[config.mk]
export PLATFORM = sky130hd
export DESIGN_NAME = prbs_bert
export DESIGN_NICKNAME = d
export VERILOG_FILES = /design/src/rtl/bert_pkg.sv /design/src/rtl/prbs_gen.sv /design/src/rtl/bert_datapath.sv /design/src/rtl/bert_ctrl.sv /design/src/rtl/prbs_bert.sv
export SDC_FILE = /design/constraint.sdc
export NUM_CORES = 1
export LEC_CHECK = 0
export BUFFER_PORTS_ARGS = -buffer_cell sky130_fd_sc_hd__buf_2
export CAP_MARGIN = 10
export CORE_ASPECT_RATIO = 1.5
export CORE_MARGIN = 2
export CORE_UTILIZATION = 40
export DETAILED_ROUTE_END_ITERATION = 8
export GPL_ROUTABILITY_DRIVEN = 0
export PLACE_DENSITY = 0.72
export SLEW_MARGIN = 10
export SYNTH_ARGS = -nofsm -noshare
export SYNTH_HDL_FRONTEND = slang
export SYNTH_SLANG_ARGS = --single-unit
[constraint.sdc]
create_clock -name clk -period 1.9 [get_ports clk]
set_input_delay 0.285 -clock clk [delete_from_list [all_inputs] [get_ports clk]]
set_output_delay 0.285 -clock clk [all_outputs]
set_load 0.02 [all_outputs]
[src/rtl/bert_pkg.sv]
package bert_pkg;
  // Control register bit positions
  localparam int BIT_TX    = 0;
  localparam int BIT_RX    = 1;
  localparam int BIT_SEED  = 2;
  localparam int BIT_CLR   = 3;
  localparam int BIT_LOCK  = 4;
  localparam int CTRL_BITS = 4;

  // Strobes and levels from control to datapath
  typedef struct packed {
    logic txEn;
    logic rxEn;
    logic reseed;
    logic clearCnt;
    logic rxStart;
  } bertStb_t;
endpackage

[src/rtl/prbs_gen.sv]
module prbs_gen #(
  parameter int SEQ_LEN = 15,
  parameter int TAP     = 14
) (
  input  logic clk,
  input  logic rstN,
  input  logic reseed,
  input  logic advance,
  output logic seqBit
);
  localparam logic [SEQ_LEN-1:0] SEED = '1;

  logic [SEQ_LEN-1:0] state;
  logic               feedback;

  assign feedback = state[SEQ_LEN-1] ^ state[TAP-1];
  assign seqBit   = state[SEQ_LEN-1];

  always_ff @(posedge clk) begin
    if (!rstN || reseed) begin
      state <= SEED;
    end else if (advance) begin
      state <= {state[SEQ_LEN-2:0], feedback};
    end
  end
endmodule

[src/rtl/bert_datapath.sv]
module bert_datapath
  import bert_pkg::*;
#(
  parameter int SEQ_LEN  = 15,
  parameter int TAP      = 14,
  parameter int LOCK_RUN = 16,
  parameter int CNT_W    = 16
) (
  input  logic             clk,
  input  logic             rstN,
  input  bertStb_t         stb,
  input  logic             bitEn,
  input  logic             frameTick,
  input  logic             rxBit,
  output logic             txBit,
  output logic             locked,
  output logic [CNT_W-1:0] errCount
);
  localparam int               RUN_W    = $clog2(LOCK_RUN + 1);
  localparam logic [RUN_W-1:0] RUN_LAST = RUN_W'(LOCK_RUN - 1);
  localparam logic [CNT_W-1:0] CNT_MAX  = '1;

  logic               genBit;
  logic [SEQ_LEN-1:0] hist;
  logic [RUN_W-1:0]   runLen;
  logic [CNT_W-1:0]   errInt;
  logic               predicted;
  logic               mismatch;
  logic               rxStep;

  // Transmit side
  prbs_gen #(.SEQ_LEN(SEQ_LEN), .TAP(TAP)) uGen (
    .clk    (clk),
    .rstN   (rstN),
    .reseed (stb.reseed),
    .advance(stb.txEn & bitEn),
    .seqBit (genBit)
  );
  assign txBit = stb.txEn & genBit;

  // Receive side: self-synchronising predictor
  assign predicted = hist[SEQ_LEN-1] ^ hist[TAP-1];
  assign mismatch  = rxBit ^ predicted;
  assign rxStep    = stb.rxEn & bitEn & ~stb.rxStart;

  always_ff @(posedge clk) begin
    if (!rstN || stb.rxStart) begin
      hist   <= '0;
      runLen <= '0;
      locked <= 1'b0;
    end else if (rxStep) begin
      // Load from the line until lock, then free-run on the prediction
      hist <= {hist[SEQ_LEN-2:0], locked ? predicted : rxBit};
      if (!locked) begin
        if (mismatch) begin
          runLen <= '0;
        end else if (runLen == RUN_LAST) begin
          locked <= 1'b1;
        end else begin
          runLen <= runLen + 1'b1;
        end
      end
    end
  end

  // Internal counter and frame snapshot
  always_ff @(posedge clk) begin
    if (!rstN || stb.clearCnt) begin
      errInt <= '0;
    end else if (rxStep && locked && mismatch && errInt != CNT_MAX) begin
      errInt <= errInt + 1'b1;
    end
  end

  always_ff @(posedge clk) begin
    if (!rstN || stb.clearCnt) begin
      errCount <= '0;
    end else if (frameTick) begin
      errCount <= errInt;
    end
  end
endmodule

[src/rtl/bert_ctrl.sv]
module bert_ctrl
  import bert_pkg::*;
#(
  parameter int REG_W = 16
) (
  input  logic             clk,
  input  logic             rstN,
  input  logic             we,
  input  logic [REG_W-1:0] wdata,
  input  logic             lockIn,
  output logic [REG_W-1:0] rdData,
  output bertStb_t         stb
);
  logic [CTRL_BITS-1:0] ctrlReg;
  logic [CTRL_BITS-1:0] ctrlPrev;
  logic [CTRL_BITS-1:0] rise;
  logic                 unusedHiBits;

  // Upper write bits, including the read-only lock position, are discarded
  assign unusedHiBits = ^wdata[REG_W-1:CTRL_BITS];

  always_ff @(posedge clk) begin
    if (!rstN) begin
      ctrlReg  <= '0;
      ctrlPrev <= '0;
    end else begin
      ctrlPrev <= ctrlReg;
      if (we) ctrlReg <= wdata[CTRL_BITS-1:0];
    end
  end

  assign rise = ctrlReg & ~ctrlPrev;

  always_comb begin
    stb.txEn     = ctrlReg[BIT_TX];
    stb.rxEn     = ctrlReg[BIT_RX];
    stb.reseed   = rise[BIT_SEED];
    stb.clearCnt = rise[BIT_CLR];
    stb.rxStart  = rise[BIT_RX];
  end

  always_comb begin
    rdData                  = '0;
    rdData[CTRL_BITS-1:0]   = ctrlReg;
    rdData[BIT_LOCK]        = lockIn;
  end
endmodule

[src/rtl/prbs_bert.sv]
module prbs_bert
  import bert_pkg::*;
#(
  parameter int REG_W    = 16,
  parameter int SEQ_LEN  = 15,
  parameter int TAP      = 14,
  parameter int LOCK_RUN = 16,
  parameter int CNT_W    = 16
) (
  input  logic             clk,
  input  logic             rstN,
  input  logic             bitEn,
  input  logic             frameTick,
  input  logic             ctrlWe,
  input  logic [REG_W-1:0] ctrlWdata,
  output logic [REG_W-1:0] ctrlRdData,
  output logic [CNT_W-1:0] errCount,
  output logic             txBit,
  input  logic             rxBit
);
  bertStb_t ctrlStb;
  logic     lockFlag;

  bert_ctrl #(.REG_W(REG_W)) uCtrl (
    .clk   (clk),
    .rstN  (rstN),
    .we    (ctrlWe),
    .wdata (ctrlWdata),
    .lockIn(lockFlag),
    .rdData(ctrlRdData),
    .stb   (ctrlStb)
  );

  bert_datapath #(
    .SEQ_LEN (SEQ_LEN),
    .TAP     (TAP),
    .LOCK_RUN(LOCK_RUN),
    .CNT_W   (CNT_W)
  ) uData (
    .clk      (clk),
    .rstN     (rstN),
    .stb      (ctrlStb),
    .bitEn    (bitEn),
    .frameTick(frameTick),
    .rxBit    (rxBit),
    .txBit    (txBit),
    .locked   (lockFlag),
    .errCount (errCount)
  );
endmodule

==> impl_metrics.yaml, run 1 <==
route:
  drt_first_pass_iters: 4
  drc: 0
  via_count: 2543
  wl_per_cell_um: 12.2
  initialDrtViolationCount: 146
  totalWireLength_mm: 6.13
  ant_nets: 0
  vias_per_cell: 5.06
cells_and_area:
  regArea_um2: 1500
  fin_util_pct: 47.5
  final_net_count: 418
  stdcell_count: 503
  area_growth_pct: 17.1
  multi_input_area_um2: 1510
  antenna_cells: 0
  drive_above_1_share_pct: 17.6
  layout_commonest_cell: "dfxtp_1"
  mostFrequentLayoutCells: "dfxtp_1 (73), nand2_1 (68), buf_2 (31)"
  fillers: 776
worst_setup_path:
  crit_buf_inv: 0
  worst-setup-path-type: "flip-flop to flip-flop"
  start_kind: "flip-flop"
  cp.arrival_ps: 2100
  crit_required_ps: 2170
  path_cells: "ha_4, and3_1, ha_2, nand4b_1, or4_1, a21o_2, a21oi_2"
  crit_start: "uData.runLen[0]$_SDFFE_PP0P_"
  critPathTopFamily: "simple AND/OR/NAND/NOR gates"
  end_kind: "flip-flop"
  crit_fanout: 3
  rr_startpoint: "uData.runLen[0]$_SDFFE_PP0P_"
  cp_slowest_cell: "or4_1"
  max_stage_delay_ps: 410
floorplan:
  rows: 40
  coreArea_um2: 7910
  dieArea_um2: 8770
  ios: 55
  die_y_um: 114
  die_w_um: 77.2
  initial_utilization_pct: 40.6
cts:
  clock_path_buffers: 2
  clk_latency_ps: 330
  clockRootBuffer: "clkbuf_16"
  tritoncts: "yes"
  htreeDepth: 3
  cts_buffers: 9
  cts.sinks: 75
  cts.clk_slew.worst_paths_ps: 60
  cts_hold_buffers: 0
timing:
  hold_viol_final: 0
  grt_setup_unrepaired: "true"
  fin_skew_ps: 6.61
  timing.fmax_ghz: 0.547
  maxSlewViolCount: 0
  setup_viol: 0
  finalCritPeriodShare_pct: 96.2
  fin_ws_ps: 72.1
  worst_pin_slew_ps: 644
  timing.slew.headroom_pct: 57.1
  period_minus_slack_ps: 1830
grt:
  grt-ovfl-total: 0
  grt_pass1_vias: 2332
  antenna_found_initial: 0
  grt_max_degree: 22
  grt_usage_pct: 15.0
  grt_pass1_wl_mm: 10.6
pwr:
  p_switching_uw: 746
  netSwitchingFraction_pct: 20.1
  internal-power_uw: 2960
  p_per_area_nw_per_um2: 987
  leakagePower_uw: 0.00151
  p_seq_share_pct: 43.4
  p_clk_share_pct: 52.2
  combPwrFrac_pct: 4.4
  peakVddDrop_mv: 0.545
placement:
  dp_hpwl_mm: 4.16
  dpl.cell_count: 485
  dp_slack_ps: -20.3
  portBuffers: 31
run:
  maxCapViolCount: 0
yosys:
  ys_ff_latch: 75
  yosys.cell_types.count: 44
  synth-warning-count: 0
  yosysSeqAreaShare_pct: 46.8
  netlist_area_um2: 3210
  syn_area_per_cell_um2: 8.84
  synth_cells: 363
outcome:
  status: "complete, no violations"
worst_hold_path:
  hp-class: "primary input to flip-flop"
  hold_start: "ctrlWdata[2]"
==> path summary, 6_finish.rpt <==
path / slack, ps / end / depth (start not counted)
worst min-delay path: 210 / uCtrl.ctrlReg[2]$_SDFFE_PN0P_ / 3
worst max-delay path: 70 / uData.runLen[3]$_SDFFE_PP0P_ / 7
worst max register to register: 70 / uData.runLen[3]$_SDFFE_PP0P_ / 7
worst min register to register: 450 / uData.hist[1]$_SDFFE_PP0P_ / 2
==> cell usage after synthesis, drive strengths merged <==
cell type | n | area (µm²)
o41ai | 1 | 8.76
or4 | 7 | 52.6
xnor2 | 2 | 17.5
a21boi | 1 | 7.51
nor2 | 23 | 86.3
nand3b | 1 | 7.51
dfxtp | 75 | 1500
nor2b | 4 | 25.0
inv | 8 | 30.0
a21oi | 28 | 140
nor4 | 5 | 37.5
buf | 18 | 148
and2 | 5 | 31.3
clkbuf | 15 | 76.3
o311ai | 1 | 8.76
nor3 | 1 | 5.00
nand2b | 4 | 25.0
a21o | 1 | 8.76
xor3 | 1 | 25.0
and4 | 2 | 17.5
a211oi | 1 | 7.51
conb | 1 | 3.75
nand4b | 1 | 8.76
o211ai | 5 | 37.5
mux2i | 25 | 250
nand3 | 23 | 128
or3 | 4 | 27.5
o21ai | 6 | 33.8
ha | 3 | 37.5
a22oi | 2 | 15.0
nand2 | 68 | 255
o21a | 2 | 15.0
o31ai | 8 | 60.1
nand4 | 5 | 31.3
and3 | 5 | 31.3
o31a | 1 | 8.76
==> state kept, by name (all words and copies together), names as in the netlist <==
register          cells
uData.errCount       16
uData.errInt         16
uData.hist           15
uData.uGen.state     15
uData.runLen          5
uCtrl.ctrlReg         4
uCtrl.ctrlPrev        3
uData.locked          1
==> final cells by class <==
cell class,instances,area share (%)
clock buffers,11,6.46
clock inverters,5,2.66
inverters,8,0.799
multi-input cells,257,40.3
flip-flops and latches,75,40.0
well taps,105,3.49
repair buffers,42,6.32
==> stage by stage <==
step | setup TNS, ps | area [µm²] | total power (µW) | hold slack, ps
global placement | 0 | 3380 | 1800 | 437
detailed placement | -20.3 | 3380 | 1800 | 445
CTS | 0 | 3730 | 3750 | 201
global route | -31.6 | 3760 | 3850 | 225
floorplan | 0 | 3250 | 1780 | 432
finish | 0 | 3760 | 3710 | 208
==> power by group through the flow <==
stage | clock [µW] | sequential, µW | combinational [µW]
detailed placement | 0 | 1640 | 162
global route | 2060 | 1610 | 183
CTS | 1980 | 1610 | 162
floorplan | 0 | 1640 | 136
finish | 1940 | 1610 | 164
global placement | 0 | 1640 | 159
==> routing by layer <==
| metal | global-route usage [%] | vias up | wire length [µm] |
|---|---|---|---|
| li1 | - | 1295 | - |
| met1 | 17.2 | 1190 | 2720 |
| met2 | 25.3 | 46 | 3080 |
| met3 | 4.27 | 12 | 214 |
| met4 | 8.21 | 0 | 119 |
| met5 | 0 | - | 0 |
==> worst register-to-register path, cell delays in order (launching register included) <==
cell,delay (ps)
dfxtp_2,340
ha_4,160
and3_1,180
ha_2,180
nand4b_1,190
or4_1,410
a21o_2,210
a21oi_2,100
==> kinds of logic (layout without fill, tap and decap cells) <==
family / after synthesis / in the layout / share of synthesized area [%]
muxes: 25 / 25 / 7.79
AOI/OAI and AO/OA: 57 / 57 / 11.0
other: 1 / 11 / 0.117
and+or+nand+nor: 158 / 158 / 24.0
DFF: 75 / 75 / 46.8
xor gates and xnor gates: 3 / 3 / 1.32
adders and majority gates: 3 / 3 / 1.17
buffers and inverters: 41 / 66 / 7.91
==> what timing repair did <==
item                                    4_1_cts  5_1_grt
endpoints found under the setup margin        1        5
resized for setup                             1        6
pin swaps                                     0        1
gates cloned                                  0        0
setup buffers                                 1        1
No activity file was read; power rests on OpenSTA's default activity.
==> inputs of run 2 (changes only) <==
CORE_UTILIZATION = 50   (was 40)
PLACE_DENSITY = 0.85   (was 0.72)
==> impl_metrics.yaml, run 2 (synthesis results as in run 1) <==
worst_setup_path:
  crit_top_cell: "ha_2"
  start_kind: "flip-flop"
  crit_fanout: 3
  crit-reg2reg-capture: "uData.runLen[3]$_SDFFE_PP0P_"
  max_stage_delay_ps: 430
  end_kind: "flip-flop"
  cp_slowest_cell: "or4_1"
  worst-setup-path-type: "flip-flop to flip-flop"
  cp.arrival_ps: 2180
  path_cells: "ha_2, and3_4, ha_2, nand4b_1, or4_1, a21o_2, a21oi_1"
  rr_startpoint: "uData.runLen[1]$_SDFFE_PP0P_"
  crit_required_ps: 2180
  reg2reg_depth: 7
  rrSetupSlack_ps: 4
pwr:
  p_per_area_nw_per_um2: 825
  leakagePower_uw: 0.00145
  peakVddDrop_mv: 0.623
worst_hold_path:
  hold_start: "ctrlWdata[2]"
  hp-class: "primary input to flip-flop"
  holdPathEnd: "uCtrl.ctrlReg[2]$_SDFFE_PN0P_"
  min_path_cells: 3
cells_and_area:
  top_regs: "uData.errCount: 16 flops, uData.errInt: 16 flops"
  drive_above_1_share_pct: 18.5
  layout_commonest_cell: "dfxtp_1"
  final_net_count: 421
  antenna_cells: 0
  area_growth_pct: 11.7
  mostFrequentLayoutCells: "dfxtp_1 (72), nand2_1 (68), buf_2 (31)"
timing:
  timing.slew.headroom_pct: 56.3
  finalCritPeriodShare_pct: 99.8
  hold_viol_final: 0
  setup_viol: 0
  timing.fmax_ghz: 0.527
  holdWs_ps: 201
  worst_pin_slew_ps: 656
  period_minus_slack_ps: 1900
  fin_setup_tns_ps: 0
  maxSlewViolCount: 0
  fin_skew_ps: 8.45
placement:
  portBuffers: 31
  dp_hpwl_mm: 4.13
grt:
  grt_max_degree: 23
  antenna_found_initial: 0
  grt-ovfl-total: 0
  grt_pass1_wl_mm: 10.3
  grt_pass1_vias: 2352
  grt_usage_pct: 18.1
route:
  totalWireLength_mm: 6.36
  drt_first_pass_iters: 5
  ant_nets: 0
  initialDrtViolationCount: 196
  drc: 0
  wl_per_cell_um: 13.4
  via_count: 2625
  vias_per_cell: 5.53
run:
  maxCapViolCount: 0
cts:
  cts_buffers: 9
  cts.sinks: 75
  tritoncts: "yes"
  clock_path_buffers: 2
  htreeDepth: 3
  clockRootBuffer: "clkbuf_8"
  cts.clk_slew.worst_paths_ps: 80
  clk_latency_ps: 340
floorplan:
  rows: 35
  coreArea_um2: 6170
  die_w_um: 69.4
  initial_utilization_pct: 52.0
  ios: 55
  dieArea_um2: 7090
  die_y_um: 102
outcome:
  status: "complete, no violations"
==> run 2: cell count changes in the layout (fill, tap and decap cells not counted), moves of 2 or more <==
cell	delta
bufinv_16	-2
clkinvlp_4	+2
clkbuf_16	-9
clkbuf_8	+8
buf_4	+2
==> run 2: power by group <==
group	leakage, µW	total, µW	internal [µW]	switching [µW]
logic	0.000744	165	54.7	110
registers	0.000608	1600	1590	13.6
clock network	0.0000950	1190	601	587
total	0.00145	2960	2250	711
==> run 2: stage by stage <==
stage	util, %	area [µm²]	std cells	setup slack, ps	power [µW]
finish	58.1	3590	475	3.98	2960
floorplan	-	3250	373	94.4	1780
CTS	57.6	3560	473	23.1	2990
global route	58.1	3590	475	-54.0	3090
detailed placement	54.1	3340	454	-1.78	1800
global placement	54.1	3340	454	70.7	1800
==> run 2: area by class of cell <==
class	instances	area (µm²)
fill	556	2590
timing repair buffer	44	253
tap	74	92.6
clock inverter	7	68.8
clock buffer	9	124
multi-input combinational	258	1510
inverter	8	30.0
sequential	75	1510
==> run 2: repair_timing <==
action	CTS	global route
setup endpoints to repair	1	7
cloned	0	1
buffers inserted	3	1
hold buffers	0	0
resized for setup	1	5
pin swaps	0	2
==> run 2: worst max path at each step <==
stage | from | to | cells after the start
floorplan | uData.runLen[0]$_SDFFE_PP0P_ | uData.runLen[3]$_SDFFE_PP0P_ | 7
global placement | uData.runLen[1]$_SDFFE_PP0P_ | uData.runLen[3]$_SDFFE_PP0P_ | 7
detailed placement | uData.runLen[0]$_SDFFE_PP0P_ | uData.runLen[3]$_SDFFE_PP0P_ | 7
CTS | uData.runLen[1]$_SDFFE_PP0P_ | uData.runLen[3]$_SDFFE_PP0P_ | 7
global route | uData.runLen[1]$_SDFFE_PP0P_ | uData.runLen[3]$_SDFFE_PP0P_ | 7
finish | uData.runLen[1]$_SDFFE_PP0P_ | uData.runLen[3]$_SDFFE_PP0P_ | 7
==> run 2: worst max-delay path: cells and delay by family (launching register included) <==
family | cells | cell delay, ps
simple gates | 3 | 830
fa+ha+maj | 2 | 360
flops | 1 | 340
compound gates | 2 | 310
==> run 2: per-layer routing <==
layer  global-route usage [%]  wire [µm]
met1                     19.4       2630
met5                        0          0
met4                     8.30         57
met2                     32.1       3440
met3                     6.11        238
